File: src/rtl/ext_irq_pkg.sv
package ext_irq_pkg;
  localparam int SENSE_W = 2;

  typedef enum logic [SENSE_W-1:0] {
    SENSE_LOW  = 2'b00,
    SENSE_ANY  = 2'b01,
    SENSE_FALL = 2'b10,
    SENSE_RISE = 2'b11
  } sense_mode_e;
endpackage

File: src/rtl/ext_irq_sync.sv
module ext_irq_sync #(
  parameter int   STAGES = 2,
  parameter logic IDLE   = 1'b1
) (
  input  logic clk_i,
  input  logic rst_ni,
  input  logic pin_i,
  output logic cur_o,
  output logic prev_o
);
  localparam int DEPTH = STAGES + 1;

  logic [DEPTH-1:0] chain_q;

  always_ff @(posedge clk_i or negedge rst_ni) begin
    if (!rst_ni) chain_q <= {DEPTH{IDLE}};
    else         chain_q <= {chain_q[DEPTH-2:0], pin_i};
  end

  // newest synchronized sample and the one before it
  assign cur_o  = chain_q[STAGES-1];
  assign prev_o = chain_q[STAGES];
endmodule

File: src/rtl/ext_irq_detect.sv
module ext_irq_detect
  import ext_irq_pkg::*;
(
  input  logic        clk_i,
  input  logic        rst_ni,
  input  logic        cur_i,
  input  logic        prev_i,
  input  sense_mode_e mode_i,
  input  logic        ack_i,
  input  logic        clr_i,
  output logic        pend_o,
  output logic        active_o
);
  logic evt;
  logic pend_q;

  always_comb begin
    unique case (mode_i)
      SENSE_ANY:  evt = cur_i ^ prev_i;
      SENSE_FALL: evt = prev_i & ~cur_i;
      SENSE_RISE: evt = ~prev_i & cur_i;
      default:    evt = 1'b0;
    endcase
  end

  // a fresh event outranks a clear in the same cycle
  always_ff @(posedge clk_i or negedge rst_ni) begin
    if (!rst_ni) pend_q <= 1'b0;
    else         pend_q <= evt | (pend_q & ~(ack_i | clr_i));
  end

  assign pend_o   = pend_q;
  assign active_o = (mode_i == SENSE_LOW) ? ~cur_i : pend_q;
endmodule

File: src/rtl/ext_irq_arb.sv
module ext_irq_arb #(
  parameter int NCH = 2,
  localparam int IDW = (NCH > 1) ? $clog2(NCH) : 1
) (
  input  logic [NCH-1:0] cand_i,
  output logic           any_o,
  output logic [IDW-1:0] id_o
);
  always_comb begin
    id_o = '0;
    for (int c = NCH - 1; c >= 0; c--) begin
      if (cand_i[c]) id_o = IDW'(c);
    end
  end

  assign any_o = |cand_i;
endmodule

File: src/rtl/ext_irq_ctrl.sv
module ext_irq_ctrl
  import ext_irq_pkg::*;
#(
  parameter int NCH = 2,
  localparam int IDW = (NCH > 1) ? $clog2(NCH) : 1
) (
  input  logic                 clk_i,
  input  logic                 rst_ni,
  input  logic [NCH-1:0]       pin_i,
  input  logic [SENSE_W*NCH-1:0] sense_i,
  input  logic [NCH-1:0]       mask_i,
  input  logic                 gie_i,
  input  logic                 ack_i,
  input  logic [IDW-1:0]       ack_id_i,
  input  logic [NCH-1:0]       clr_i,
  output logic [NCH-1:0]       pend_o,
  output logic                 req_o,
  output logic [IDW-1:0]       req_id_o
);
  logic [NCH-1:0] cur, prev, active, cand;
  logic           any;

  for (genvar c = 0; c < NCH; c++) begin : g_ch
    ext_irq_sync #(.STAGES(2), .IDLE(1'b1)) u_sync (
      .clk_i  (clk_i),
      .rst_ni (rst_ni),
      .pin_i  (pin_i[c]),
      .cur_o  (cur[c]),
      .prev_o (prev[c])
    );

    ext_irq_detect u_det (
      .clk_i    (clk_i),
      .rst_ni   (rst_ni),
      .cur_i    (cur[c]),
      .prev_i   (prev[c]),
      .mode_i   (sense_mode_e'(sense_i[SENSE_W*c +: SENSE_W])),
      .ack_i    (ack_i && (ack_id_i == IDW'(c))),
      .clr_i    (clr_i[c]),
      .pend_o   (pend_o[c]),
      .active_o (active[c])
    );

    assign cand[c] = active[c] & mask_i[c] & gie_i;
  end

  ext_irq_arb #(.NCH(NCH)) u_arb (
    .cand_i (cand),
    .any_o  (any),
    .id_o   (req_id_o)
  );

  assign req_o = any;
endmodule

File: config.mk
export PLATFORM = sky130hd
export DESIGN_NAME = ext_irq_ctrl
export DESIGN_NICKNAME = d
export VERILOG_FILES = /design/src/rtl/ext_irq_pkg.sv /design/src/rtl/ext_irq_sync.sv /design/src/rtl/ext_irq_detect.sv /design/src/rtl/ext_irq_arb.sv /design/src/rtl/ext_irq_ctrl.sv
export SDC_FILE = /design/constraint.sdc
export NUM_CORES = 1
export LEC_CHECK = 0
export ABC_AREA = 0
export BUFFER_PORTS_ARGS = -buffer_cell sky130_fd_sc_hd__buf_2
export CAP_MARGIN = 20
export CORE_AREA = 2 2 39 41
export CTS_CLUSTER_DIAMETER = 100
export DETAILED_ROUTE_END_ITERATION = 10
export DIE_AREA = 0 0 41 43
export REMOVE_ABC_BUFFERS = 1
export SLEW_MARGIN = 10
export SYNTH_ARGS = -nofsm -noshare
export SYNTH_HDL_FRONTEND = slang
export SYNTH_SLANG_ARGS = --single-unit
export TNS_END_PERCENT = 1
File: constraint.sdc
create_clock -name clk_i -period 1.4 [get_ports clk_i]
set_input_delay 0.14 -clock clk_i [delete_from_list [all_inputs] [get_ports clk_i]]
set_output_delay 0.14 -clock clk_i [all_outputs]
set_load 0.005 [all_outputs]
==> flow_summary_export.csv <==
group,metric,value,unit
run_status,status,"finished with violations",
run_status,violations,"setup timing",
cts,cts_buffer_depth,2,
worst_setup_path,cp.required,1260,ps
synth,synth.ff_latch_count,8,
worst_setup_path,end_kind,"output port",
timing,worst_slew_pin_slew,243,ps
floorplan,die_h,43,um
synth,async_flop_share,100,%
synth,synthTopCellsByCount,"6 x dfstp_2, 4 x ha_1, 4 x inv_1, 4 x nand2_1",
floorplan,num_rows,14,
grt,grt_usage,8.33,%
floorplan,dieArea,1760,um^2
pwr,sw_frac_of_total,22.9,%
cells_and_area,diodes,0,
worst_setup_path,critPathTopFamily,"flip-flops",
synth,syn_avg_cell_area,11.1,um^2
detailed_routing,vias,330,
grt,gr-total-overflow,0,
min_path,worstHoldStart,"sense_i[1]",
run,cap_violations,0,
synth,ys_types,19,
synth,yosysMostFrequentCell,"dfstp_2",
timing,timing.slew.headroom,83.7,%
placement,hpwl,567,um
cells_and_area,finish.instance_area,592,um^2
detailed_routing,wl,713,um
worst_setup_path,cp_num_buf_inv,1,
placement,post_dp_cell_area,515,um^2
synth,syn_area,420,um^2
cells_and_area,num-fill-cells,136,
worst_setup_path,crit_path_cell_trace,"nor3_2 -> o211ai_1 -> o21ba_1 -> buf_2",
synth,synthCells,38,
timing,max_freq,702,MHz
floorplan,die-width,41,um
pwr,clkPwrFrac,31.9,%
cts,htreeDepth,1,
worst_setup_path,reg2reg_from,"g_ch[1].u_sync.chain_q[1]$_DFF_PN1_",
pwr,p_int,0.406,mW
worst_setup_path,setup.worst_path.start,"g_ch[1].u_sync.chain_q[1]$_DFF_PN1_",
pwr,seq_power_share,50.4,%
placement,place_congestion,0.637,
cts,clock_sinks,8,
cts,cts_tree,"done",
min_path,worstHoldPathType,"input port to register",
worst_setup_path,crit_type,"register to output port",
worst_setup_path,arrival,1280,ps
synth,synth-seq-area-share,49.4,%
detailed_routing,via_per_inst,4.29,
timing,layout_setup_ws,-23.6,ps
pwr,switchingPower,0.121,mW
cells_and_area,area_growth,40.8,%
detailed_routing,ant_nets,0,
timing,setup_viol_count_final,1,
cts,cts-buffers-inserted,3,
synth,ys.flop_type,"dfstp_2",
grt,grt_max_degree,9,
pwr,leakage,0.301,nW
detailed_routing,drt_iter0_drc,0,
synth,yosysTopAreaCell,"dfstp_2",
grt,grt_pass1_wl,993,um
cells_and_area,nets,82,
timing,timing.final.crit_share,102,%
timing,drv_slew,0,
cells_and_area,drive_gt1_share,55.7,%
timing,grt_setup_unrepaired,"true",
worst_setup_path,cpPeakStageDelay,560,ps
detailed_routing,drc,0,
cts,root_buffer,"clkbuf_4",
timing,fin_skew,0.135,ps
floorplan,initial_core_util,30.4,%
worst_setup_path,crit_path_start_kind,"register",
detailed_routing,wl_per_cell,9.26,um
pwr,cellPowerDensity,890,nW/um^2
pwr,combPwrFrac,17.7,%
timing,hold_ws,136,ps
cts,clock_latency,250,ps
timing,fin_crit,1420,ps
cells_and_area,post-route-util,42.8,%
timing,finalHoldViolCount,0,
worst_setup_path,cp_max_fo,4,
grt,grt_antenna_before_repair,0,
synth,yosysWarnings,0,
detailed_routing,drtPass1Iterations,1,
synth,synth_enable_flop_cells,0,
floorplan,core,1380,um^2
synth,yosys.area.top_type_share,37.5,%
placement,portBuffers,18,
grt,grt_pass1_vias,267,
floorplan,io_pins,19,
cts,clk_pin_slew,50,ps
pwr,vdd_drop_max,498,uV
synth,synthTopCellsByArea,"dfstp_2 38%, dfrtp_1 12%, ha_1 12%",
worst_setup_path,cp_slowest_cell,"dfstp_2",
## flip-flops by register name, summed over array words and instances, names as in the netlist
name	count
g_ch.u_det.pend_o	2
g_ch.u_sync.chain_q	6
## kinds of logic after synthesis
logic type	Yosys count	share of synthesized area [%]
and+or+nand+nor	11	14.3
adders and majority gates	4	11.9
muxes	3	7.74
AOI/OAI and AO/OA	6	9.52
DFF	8	49.4
buffers and inverters	6	7.14
## power groups by stage
stage               Combinational (mW)  Clock [mW]  Sequential [mW]
CTS                             0.0904       0.180            0.265
global placement                0.0788           0            0.268
detailed placement              0.0806           0            0.268
floorplan                       0.0351           0            0.268
global route                     0.106       0.191            0.268
finish                          0.0931       0.168            0.266
## area by class of cell
class	instances	area, um^2	area share (%)
Multi-Input combinational cell	24	199	33.6
Clock buffer	3	22.5	3.81
Inverter	4	15.0	2.54
Tap cell	16	20.0	3.38
Sequential cell	8	208	35.1
Timing Repair Buffer	22	128	21.6
## repair_timing
item	CTS	global route
hold buffers	3	0
pin swaps	2	2
hold endpoints to repair	10	0
setup endpoints to repair	2	4
resized for setup	1	4
setup buffers	1	0
cloned	0	0
## worst reg2reg max path, stage by stage (launching register included)
cell and delay [ps]:
dfstp_2 560, inv_1 50, ha_1 170, mux2_1 290, a21oi_2 120, nand2_1 60
## worst paths after layout
| path | end | cells past startpoint | slack [ps] |
|---|---|---|---|
| max | req_id_o | 4 | -20 |
| min | g_ch[0].u_det.pend_o$_DFF_PN0_ | 3 | 140 |
| max reg2reg | g_ch[1].u_det.pend_o$_DFF_PN0_ | 5 | 40 |
| min reg2reg | g_ch[1].u_sync.chain_q[1]$_DFF_PN1_ | 0 | 350 |
| max in group asynchronous | g_ch[1].u_sync.chain_q[0]$_DFF_PN1_ | 2 | 900 |
| min in group asynchronous | g_ch[0].u_det.pend_o$_DFF_PN0_ | 2 | 260 |
## layer usage
layer	vias up	GRT usage, %	share of wire (%)
met3	0	1.57	12
met5	-	0	0
li1	171	-	-
met2	15	12.2	44
met1	144	10.4	45
met4	0	6.00	0
## metrics by stage
step                cells  setup TNS [ps]  power [mW]  setup WS, ps
floorplan              36               0       0.303           105
global placement       70               0       0.347          42.2
detailed placement     70               0       0.349          14.1
CTS                    77           -72.3       0.535         -47.9
global route           77            -189       0.566         -91.1
finish                 77           -23.6       0.527         -23.6
## placed cells by master, fill, tap and decap left out
cell type       n
dlygate4sd3_1   3
o21a_1          1
a21oi_2         2
mux2i_2         1
inv_1           3
dfstp_2         6
mux2_1          1
nor3_2          1
nand2b_1        1
dfrtp_1         2
mux2_2          1
o21ba_1         1
o211ai_1        1
o21ai_0         1
nor3b_1         2
nand2_1         4
nand3b_1        2
buf_4           1
inv_2           1
nor2_1          1
clkbuf_4        3
ha_1            4
buf_2          18
(Power assumes the default switching activity.)
